<file path="src/rtl/fc_pkg.sv">
package fc_pkg;
  localparam int unsigned NUM_LE  = 4;
  localparam int unsigned NUM_CTX = 16;
  localparam int unsigned LUT_K   = 4;
  localparam int unsigned NUM_EXT = 8;

  localparam int unsigned CTX_W = $clog2(NUM_CTX);
  localparam int unsigned LE_W  = $clog2(NUM_LE);
  localparam int unsigned SRC_N = NUM_EXT + NUM_LE;
  localparam int unsigned SEL_W = $clog2(SRC_N + 1);
  localparam int unsigned TT_W  = 1 << LUT_K;

  typedef struct packed {
    logic                         bypass;
    logic                         cap_en;
    logic [LUT_K-1:0][SEL_W-1:0]  sel;
    logic [TT_W-1:0]              tt;
  } le_cfg_t;

  localparam int unsigned CFG_W = $bits(le_cfg_t);

  typedef enum logic [1:0] {
    FOLD_NONE = 2'd0,
    FOLD_1    = 2'd1,
    FOLD_2    = 2'd2,
    FOLD_4    = 2'd3
  } fold_e;
endpackage

</file>
<file path="src/rtl/fc_ctx_mem.sv">
module fc_ctx_mem
  import fc_pkg::*;
(
  input  logic             clk_i,
  input  logic             rst_ni,
  input  logic             we_i,
  input  logic [CTX_W-1:0] wctx_i,
  input  le_cfg_t          wdata_i,
  input  logic [CTX_W-1:0] rctx_i,
  output le_cfg_t          rdata_o
);
  le_cfg_t mem_q [NUM_CTX];

  always_ff @(posedge clk_i or negedge rst_ni) begin
    if (!rst_ni) begin
      for (int c = 0; c < NUM_CTX; c++) mem_q[c] <= '0;
    end else if (we_i) begin
      mem_q[wctx_i] <= wdata_i;
    end
  end

  assign rdata_o = mem_q[rctx_i];
endmodule

</file>
<file path="src/rtl/fc_le.sv">
module fc_le
  import fc_pkg::*;
(
  input  logic             clk_i,
  input  logic             rst_ni,
  input  le_cfg_t          cfg_i,
  input  logic [SRC_N-1:0] src_i,
  input  logic             eval_i,
  output logic             ff_o,
  output logic             out_o
);
  localparam int unsigned PAD_N = 1 << SEL_W;

  logic [PAD_N-1:0] src_pad;
  logic [LUT_K-1:0] lut_addr;
  logic             lut_val;
  logic             ff_q;

  // out-of-range select codes read as constant 0
  always_comb begin
    src_pad = '0;
    src_pad[SRC_N-1:0] = src_i;
  end

  for (genvar k = 0; k < LUT_K; k++) begin : g_in
    assign lut_addr[k] = src_pad[cfg_i.sel[k]];
  end

  assign lut_val = cfg_i.tt[lut_addr];

  always_ff @(posedge clk_i or negedge rst_ni) begin
    if (!rst_ni)                      ff_q <= 1'b0;
    else if (eval_i && cfg_i.cap_en)  ff_q <= lut_val;
  end

  assign ff_o  = ff_q;
  assign out_o = cfg_i.bypass ? lut_val : ff_q;
endmodule

</file>
<file path="src/rtl/fc_seq.sv">
module fc_seq
  import fc_pkg::*;
(
  input  logic             clk_i,
  input  logic             rst_ni,
  input  logic             start_i,
  input  logic             stop_i,
  input  logic [1:0]       fold_i,
  input  logic [CTX_W-1:0] last_i,
  output logic             run_o,
  output logic [CTX_W-1:0] ctx_o,
  output logic             done_o,
  output logic [1:0]       fold_o
);
  logic             run_q, done_q;
  logic [CTX_W-1:0] ctx_q, last_q;
  logic [1:0]       cnt_q;
  fold_e            fold_q;
  logic [1:0]       span;

  always_comb begin
    unique case (fold_q)
      FOLD_2:  span = 2'd1;
      FOLD_4:  span = 2'd3;
      default: span = 2'd0;
    endcase
  end

  always_ff @(posedge clk_i or negedge rst_ni) begin
    if (!rst_ni) begin
      run_q  <= 1'b0;
      done_q <= 1'b0;
      ctx_q  <= '0;
      last_q <= '0;
      cnt_q  <= '0;
      fold_q <= FOLD_NONE;
    end else begin
      done_q <= 1'b0;
      if (!run_q) begin
        if (start_i) begin
          run_q  <= 1'b1;
          ctx_q  <= '0;
          cnt_q  <= '0;
          fold_q <= fold_e'(fold_i);
          last_q <= last_i;
        end
      end else if (stop_i) begin
        run_q <= 1'b0;
        ctx_q <= '0;
        cnt_q <= '0;
      end else if (fold_q != FOLD_NONE) begin
        if (cnt_q == span) begin
          cnt_q <= '0;
          if (ctx_q == last_q) begin
            ctx_q  <= '0;
            run_q  <= 1'b0;
            done_q <= 1'b1;
          end else begin
            ctx_q <= ctx_q + 1'b1;
          end
        end else begin
          cnt_q <= cnt_q + 1'b1;
        end
      end
    end
  end

  assign run_o  = run_q;
  assign ctx_o  = ctx_q;
  assign done_o = done_q;
  assign fold_o = fold_q;
endmodule

</file>
<file path="src/rtl/fold_cluster.sv">
module fold_cluster
  import fc_pkg::*;
(
  input  logic               clk_i,
  input  logic               rst_ni,
  input  logic               start_i,
  input  logic               stop_i,
  input  logic [1:0]         fold_lvl_i,
  input  logic [CTX_W-1:0]   last_ctx_i,
  input  logic               cfg_we_i,
  input  logic [CTX_W-1:0]   cfg_ctx_i,
  input  logic [LE_W-1:0]    cfg_le_i,
  input  logic [CFG_W-1:0]   cfg_data_i,
  input  logic [NUM_EXT-1:0] ext_i,
  output logic [NUM_LE-1:0]  data_o,
  output logic [CTX_W-1:0]   ctx_o,
  output logic               busy_o,
  output logic               done_o
);
  logic             run;
  logic [CTX_W-1:0] ctx;
  logic [1:0]       fold_act;
  logic [NUM_LE-1:0] ff_q;
  logic [SRC_N-1:0] src;
  logic             wr_ok;

  fc_seq i_seq (
    .clk_i  (clk_i),
    .rst_ni (rst_ni),
    .start_i(start_i),
    .stop_i (stop_i),
    .fold_i (fold_lvl_i),
    .last_i (last_ctx_i),
    .run_o  (run),
    .ctx_o  (ctx),
    .done_o (done_o),
    .fold_o (fold_act)
  );

  assign wr_ok = cfg_we_i && !run;
  assign src   = {ff_q, ext_i};

  for (genvar e = 0; e < NUM_LE; e++) begin : g_le
    le_cfg_t cfg;

    fc_ctx_mem i_mem (
      .clk_i  (clk_i),
      .rst_ni (rst_ni),
      .we_i   (wr_ok && (cfg_le_i == LE_W'(e))),
      .wctx_i (cfg_ctx_i),
      .wdata_i(le_cfg_t'(cfg_data_i)),
      .rctx_i (ctx),
      .rdata_o(cfg)
    );

    fc_le i_le (
      .clk_i (clk_i),
      .rst_ni(rst_ni),
      .cfg_i (cfg),
      .src_i (src),
      .eval_i(run),
      .ff_o  (ff_q[e]),
      .out_o (data_o[e])
    );
  end

  assign ctx_o  = ctx;
  assign busy_o = run;
endmodule

</file>
<file path="config.mk">
export PLATFORM = sky130hd
export DESIGN_NAME = fold_cluster
export DESIGN_NICKNAME = d
export VERILOG_FILES = /design/src/rtl/fc_pkg.sv /design/src/rtl/fc_ctx_mem.sv /design/src/rtl/fc_le.sv /design/src/rtl/fc_seq.sv /design/src/rtl/fold_cluster.sv
export SDC_FILE = /design/constraint.sdc
export NUM_CORES = 2
export LEC_CHECK = 0
export BUFFER_PORTS_ARGS = -buffer_cell sky130_fd_sc_hd__buf_2
export CAP_MARGIN = 30
export CORE_ASPECT_RATIO = 0.75
export CORE_MARGIN = 2
export CORE_UTILIZATION = 45
export CTS_CLUSTER_DIAMETER = 200
export DETAILED_ROUTE_END_ITERATION = 6
export SLEW_MARGIN = 10
export SYNTH_ARGS = -nofsm -noshare
export SYNTH_HDL_FRONTEND = slang
export SYNTH_SLANG_ARGS = --single-unit
</file>
<file path="constraint.sdc">
create_clock -name clk_i -period 4.9 [get_ports clk_i]
set_input_delay 0.49 -clock clk_i [delete_from_list [all_inputs] [get_ports clk_i]]
set_output_delay 0.49 -clock clk_i [all_outputs]
set_load 0.1 [all_outputs]
</file>
## Yosys cells after proc, flatten, opt, wreduce, memory -nomap -nowiden

Index checks and enable logic that the tools add are counted.

| word-level totals | value |
|---|---|
| bits in registers | 2194 |
| input bits | 59 |
| output and inout port bits | 10 |
| logic and storage cells | 597 |

| cells by class | value |
|---|---|
| $add $sub $neg | 2 |
| order comparisons | 23 |
| eq/ne operators | 9 |
| multiplexer cells | 85 |
| bitwise operators | 3 |
| reduce and logical (&&, ||, !) cells | 17 |

Operators by type and width:

| kind | number |
|---|---|
| $bwmux W544 | 4 |
| $bmux W34 S4 | 4 |
| $mux W34 | 9 |
| $demux W34 S4 | 1 |
| $lt A4 B5 Y1 const B | 20 |
| $bmux W1 S4 | 20 |
| $mux W1 | 35 |
| $mux W4 | 6 |
| $ge A5 B5 Y1 const B | 2 |
| $logic_and A1 B1 Y1 | 10 |
| $mux W2 | 5 |
| $not A4 Y5 | 2 |
| $eq A2 B2 Y1 const B | 4 |
| $ne A3 B3 Y1 const B | 2 |
| $lt A5 B1 Y1 const B | 1 |
| $add A4 B1 Y4 const B | 1 |
| $eq A4 B4 Y1 | 1 |
| $pmux W2 S2 | 1 |
| $reduce_and A2 Y1 | 2 |
| $reduce_bool A2 Y1 | 2 |
| $reduce_and A3 Y1 | 1 |
| $add A2 B1 Y2 const B | 1 |
| $eq A2 B1 Y1 const B | 1 |
| $eq A2 B2 Y1 | 1 |
| 3 further kinds | 3 |

## Depth between registers and ports, before layout

| depth | value |
|---|---|
| depth in word-level cells | 9 |
| mapped depth | 20 |

## By module

From an unflattened synthesis, not the netlist that was laid out.

| unflattened totals | value |
|---|---|
| cell total of the unflattened synthesis | 6254 |
| area total of the unflattened synthesis | 101092.0 um^2 |

By module, submodules not included:

| module | times used | cells an instance | area an instance (um^2) | sequential area each (um^2) |
|---|---|---|---|---|
| fc_ctx_mem | 4 | 1488 | 24390.9 | 13613.1 |
| fc_le | 4 | 60 | 686.9 | 25.0 |
| fc_seq | 1 | 58 | 730.7 | 350.3 |
| fold_cluster | 1 | 4 | 50.0 | 0.0 |

## Worst setup path before layout

Ideal clock, no wire load.

| timing | value |
|---|---|
| kind | reg2out |
| start point | reg i_seq.ctx_q[0] (netlist: i_seq.ctx_o[0]) |
| end point | out data_o[2] |
| arrival | 4316 ps |
| data required time | 4410 ps |
| path slack | 94 ps |
| stages on the path, launching flop included | 17 |
| buffers on the path | 7 |
| cell sequence | dfrtp_1 -> buf_6 -> buf_12 -> buf_12 -> buf_12 -> buf_12 -> buf_6 -> mux2i_1 -> a221oi_1 -> a21oi_1 -> o21ai_0 -> mux4_1 -> mux2i_1 -> mux2i_1 -> a211o_1 -> a31oi_1 -> buf_4 |

| on the way | value |
|---|---|
| word-level cells in the longest chain between the ends | 9 |
| elaborated cells between the ends (all ways) | 15 |
| those cells by class | 14 x mux; 1 x bitwise |

RTL lines:

| item | line | RTL |
|---|---|---|
| from (decl) | fc_seq.sv:16 | `logic [CTX_W-1:0] ctx_q, last_q;` |
| from (signal assigned) | fc_seq.sv:59 | `ctx_q <= ctx_q + 1'b1;` |
| $not A4 Y5 (not written as such) * | fc_ctx_mem.sv:22 | `assign rdata_o = mem_q[rctx_i];` |
| $bmux W34 S4 * | fc_ctx_mem.sv:22 |  |
| $mux W34 (not written as such) * (2 in series) | fc_ctx_mem.sv:22 |  |
| $bmux W1 S4 | fc_le.sv:26 | `assign lut_addr[k] = src_pad[cfg_i.sel[k]];` |
| $mux W1 (not written as such) | fc_le.sv:26 |  |
| $bmux W1 S4 | fc_le.sv:29 | `assign lut_val = cfg_i.tt[lut_addr];` |
| $mux W1 (not written as such) | fc_le.sv:29 |  |
| $mux W1 * | fc_le.sv:37 | `assign out_o = cfg_i.bypass ? lut_val : ff_q;` |
| to (decl) | fold_cluster.sv:15 | `output logic [NUM_LE-1:0] data_o,` |

Mark *: on every way between the ends. The rest lies on a longest branch, timed or not. The select of a mux whose other input is x is not followed.

## Final worst setup path

| timing | value |
|---|---|
| start point | reg i_seq.ctx_q[1] (netlist: i_seq.ctx_o[1]) |
| end point | out data_o[2] |

The elaborated chain is that of the path after synthesis.

==> flow_summary.html <==
<table>
<tr><th>Metric</th><th>Value</th></tr>
<tr><th colspan="2">Pwr</th></tr>
<tr><td>Total chip power</td><td>between 40,000 and 50,000 uW</td></tr>
<tr><td>Power per Cell Area</td><td>417 mW/mm^2</td></tr>
<tr><td>Combinational cell fraction of total power</td><td>approximately a fifth</td></tr>
<tr><td>Switching power</td><td>approximately 13,000 uW</td></tr>
<tr><td>Internal Dissipation</td><td>34,800 uW</td></tr>
<tr><td>Leakage power</td><td>between 0.05 and 0.06 uW</td></tr>
<tr><td>Maximum ir drop on the vdd rail</td><td>~0.28 mV</td></tr>
<tr><td>Share of total power in sequential cells</td><td>a little over two fifths</td></tr>
<tr><td>Switching power as a share of total power</td><td>27.7%</td></tr>
<tr><td>Relative contribution of the clock network to total power</td><td>35.1%</td></tr>
<tr><th colspan="2">Clock network</th></tr>
<tr><td>H-tree lvl count</td><td>4</td></tr>
<tr><td>Root cell of the clock tree</td><td>clkbuf_16</td></tr>
<tr><td>Buffers from clock root to sink, at most</td><td>4</td></tr>
<tr><td>Cts bufs inserted</td><td>roughly 220</td></tr>
<tr><td>Total clock sinks</td><td>around 2,200</td></tr>
<tr><td>Clock latency of the later-clocked register in the worst-skew pair</td><td>860 ps</td></tr>
<tr><td>CTS clk-pin slew, worst paths</td><td>~60 ps</td></tr>
<tr><td>TritonCTS clock tree</td><td>built</td></tr>
<tr><th colspan="2">Place</th></tr>
<tr><td>Total of buffers placed on input and output ports</td><td>68</td></tr>
<tr><td>HPWL after detailed placement</td><td>173 mm</td></tr>
<tr><td>Routability cong.</td><td>around 0.85</td></tr>
<tr><td>Number of cells in the design after placement</td><td>around 9,500</td></tr>
<tr><th colspan="2">STA</th></tr>
<tr><td>Setup tns final</td><td>-2030 ps</td></tr>
<tr><td>Max frequency</td><td>0.183 GHz</td></tr>
<tr><td>Worst slew pin tran</td><td>around 1100 ps</td></tr>
<tr><td>Worst Slack Setup Final</td><td>-566 ps</td></tr>
<tr><td>Fin crit share</td><td>112%</td></tr>
<tr><td>Final setup fails</td><td>4</td></tr>
<tr><td>Unrepaired setup endpoints after global routing</td><td>true</td></tr>
<tr><td>Slew headroom</td><td>between 20% and 30%</td></tr>
<tr><td>Number of pins with negative max-slew slack in the final report</td><td>0</td></tr>
<tr><td>Number of endpoints with negative hold slack in the final report</td><td>0</td></tr>
<tr><td>Fin Clk Skew</td><td>29.9 ps</td></tr>
<tr><td>Final period demand of the worst path</td><td>5470 ps</td></tr>
<tr><td>Worst hold-check slack</td><td>between 100 and 150 ps</td></tr>
<tr><th colspan="2">Worst setup path</th></tr>
<tr><td>CP cell instances</td><td>buf_12, nand2b_4, buf_12, o221ai_1, o22ai_1, o21ai_0, o32ai_4, buf_6, nor2_4, mux2i_1, a221oi_2, a211o_1, a31oi_1, buf_4, buf_12</td></tr>
<tr><td>Critical Path RT</td><td>4410 ps</td></tr>
<tr><td>Critical Path Max Stage Delay</td><td>570 ps</td></tr>
<tr><td>Dominant cell type by count on the critical path</td><td>buf_12</td></tr>
<tr><td>Worst Path Class, Setup</td><td>reg -&gt; out</td></tr>
<tr><td>Depth of the worst register-to-register path</td><td>17</td></tr>
<tr><td>Critical path peak fanout</td><td>18</td></tr>
<tr><td>Type of destination of the critical path</td><td>primary output</td></tr>
<tr><td>Arrival time worst endpoint</td><td>~5000 ps</td></tr>
<tr><td>Startpoint Class</td><td>flop</td></tr>
<tr><td>Cell with the largest stage delay on the worst path</td><td>dfrtp_4</td></tr>
<tr><th colspan="2">Detailed routing</th></tr>
<tr><td>Pre-Repair DR Iteration Count</td><td>5</td></tr>
<tr><td>Detailed-route DRC error count</td><td>0</td></tr>
<tr><td>Vias/cell</td><td>a little over 6</td></tr>
<tr><td>Overall routed net length</td><td>~300 mm</td></tr>
<tr><td>Number of antenna-violating nets in the routed design</td><td>0</td></tr>
<tr><td>DR iter-0 viols</td><td>~4,800</td></tr>
<tr><td>Average routed wire per standard cell</td><td>30.3 um</td></tr>
<tr><td>Vias</td><td>61,430</td></tr>
<tr><th colspan="2">Synth</th></tr>
<tr><td>Net count of the mapped netlist</td><td>~7,000</td></tr>
<tr><td>Fraction of synthesis flops using an asynchronous set or reset pin</td><td>100%</td></tr>
<tr><td>Cell Area, Synth</td><td>0.103 mm^2</td></tr>
<tr><td>Yosys warning count</td><td>0</td></tr>
<tr><td>Sequential fraction of the synthesis area</td><td>53.6%</td></tr>
<tr><td>Flip-flop and latch count after synthesis</td><td>between 2,000 and 2,500</td></tr>
<tr><td>Mapped Avg Cell Area</td><td>15.0 um^2</td></tr>
<tr><td>Area fraction of the dominant cell type after synthesis</td><td>a little over half</td></tr>
<tr><td>Top cells by area, synth</td><td>dfrtp_1, mux2_2, mux4_2</td></tr>
<tr><td>Flip-flop cell with the highest count after synthesis</td><td>dfrtp_1</td></tr>
<tr><td>Number of enable-type register cells in the synthesized netlist</td><td>0</td></tr>
<tr><td>Number of unique standard cell types used by synthesis</td><td>90</td></tr>
<tr><td>Cell taking the most area after synthesis</td><td>dfrtp_1</td></tr>
<tr><td>Cells after synthesis</td><td>6,818</td></tr>
<tr><th colspan="2">Cells and area</th></tr>
<tr><td>Finished Layout Cells</td><td>9,977</td></tr>
<tr><td>Synthesis-to-finish area growth</td><td>12.7%</td></tr>
<tr><td>FILL cells</td><td>roughly 19,000</td></tr>
<tr><td>NumNets Final</td><td>6,872</td></tr>
<tr><td>Layout cells sized above 1</td><td>between 50 and 60%</td></tr>
<tr><td>Most common cell after layout, fill and taps aside</td><td>dfrtp_1</td></tr>
<tr><td>Util after Layout</td><td>about half</td></tr>
<tr><td>Commonest non-fill, non-tap cells in the layout</td><td>dfrtp_1, mux2_2, mux2i_1, mux4_2, buf_4</td></tr>
<tr><th colspan="2">Floorplan</th></tr>
<tr><td>Vertical die dimension</td><td>417 um</td></tr>
<tr><td>Row count</td><td>151</td></tr>
<tr><td>I/O pins</td><td>69</td></tr>
<tr><td>Die Span X</td><td>between 500 and 600 um</td></tr>
<tr><td>Starting density of the core</td><td>approximately 45%</td></tr>
<tr><td>Core ar.</td><td>0.226 mm^2</td></tr>
<tr><td>Die ar.</td><td>between 0.2 and 0.25 mm^2</td></tr>
<tr><th colspan="2">Global routing</th></tr>
<tr><td>Sum of overflow across all layers after global routing</td><td>0</td></tr>
<tr><td>Initial antenna violation count</td><td>24</td></tr>
<tr><td>Maximum number of pins on one net before global-route repair</td><td>170</td></tr>
<tr><td>Global-route wire length before repair</td><td>around 450 mm</td></tr>
<tr><td>Global Route Usage Sum</td><td>26.0%</td></tr>
<tr><td>Via count of the first global-routing pass</td><td>63,383</td></tr>
<tr><th colspan="2">Outcome</th></tr>
<tr><td>Run status</td><td>finished with violations</td></tr>
<tr><td>Violated checks</td><td>setup timing</td></tr>
<tr><th colspan="2">Job</th></tr>
<tr><td>Number of max-cap violations</td><td>0</td></tr>
<tr><th colspan="2">Worst hold path</th></tr>
<tr><td>Hold Path Depth</td><td>2</td></tr>
<tr><td>Path type of the worst min-delay path</td><td>in -&gt; reg</td></tr>
</table>
-- repair_timing --
item	CTS	global route
endpoints found under the setup margin	4	4
cloned	13	4
buffers inserted	47	18
resized for setup	99	72
pin swaps	30	30
hold buffers	8	0
endpoints found under the hold margin	77	0
-- cell families after synthesis --
logic type,Yosys count,synth area share [%]
mux,3058,37.6
flops,2194,53.6
buf+inv,699,3.35
compound gates,528,3.94
simple gates,331,1.46
xor+xnor,7,0.0598
fa+ha+maj,1,0.0122
-- final cells by class --
cell class	count	area (um^2)	share of cell area, %
multi-input combinational	3928	45100	39.1
timing repair buffer	447	4540	3.93
antenna	12	30.0	0.0260
inverter	22	90.1	0.0780
clock inverter	51	572	0.495
tap	2983	3730	3.23
sequential	2194	54900	47.5
clock buffer	340	6510	5.63
-- worst paths after layout --
kind                                            endpoint                      from  slack (ps)
worst max-delay path                           data_o[2]            i_seq.ctx_o[1]        -570
worst min-delay path            g_le[1].i_mem.mem_q[224]            cfg_data_i[20]         120
worst max register to register         g_le[3].i_le.ff_o            i_seq.ctx_o[0]         850
worst min register to register  g_le[1].i_mem.mem_q[182]  g_le[1].i_mem.mem_q[182]         500
max in group asynchronous       g_le[3].i_mem.mem_q[326]                    rst_ni        3200
min in group asynchronous       g_le[3].i_mem.mem_q[177]                    rst_ni         250
-- cell usage after synthesis, drive strengths merged (13+ instances only) --
library cell	number
o21ai	78
o221ai	70
buf	205
mux2i	450
mux4	416
a221oi	127
nand2	139
o22ai	34
and2	14
mux2	2192
nor2	92
dfrtp	2194
nor3	21
a22oi	59
a21oi	67
inv	21
nand3	14
clkbuf	472
a211oi	13
-- through the flow --
stage	cell area, um^2	setup WS [ps]
after floorplan	103000	94.0
after global placement	106000	-14.4
after detailed placement	107000	-82.8
after CTS	115000	-546
after global routing	115000	-679
final	116000	-566
-- worst max-delay path, delay by kind of cell (launching register included) --
family / cells / cell delay (ps)
AOI/OAI and AO/OA: 7 / 1780
buffers and inverters: 5 / 990
DFF: 1 / 570
and+or+nand+nor: 2 / 440
muxes: 1 / 290
-- power groups by stage --
stage	logic [uW]	clock network, uW	registers (uW)
finish	10100	16900	21200
floorplan	6810	0	21100
global route	10700	18000	21400
detailed placement	9230	0	21500
global placement	9060	0	21400
CTS	9920	17300	21100
-- registers in the layout, summed over array words and instances, names as in the netlist --
signal            count
g_le.i_le.ff_o        4
g_le.i_mem.mem_q   2176
i_seq.cnt_q           2
i_seq.ctx_o           4
i_seq.done_o          1
i_seq.fold_o          2
i_seq.last_q          4
i_seq.run_o           1
-- layer usage --
layer | part of all wire [%] | vias to the layer above | GRT usage [%]
met5 | 0 | - | 0
met4 | 2.3 | 0 | 6.28
met3 | 5.7 | 397 | 4.16
met2 | 45 | 1623 | 39.9
met1 | 47 | 33816 | 38.6
li1 | - | 25594 | -
Note: power is estimated with default switching activity, not from simulation.
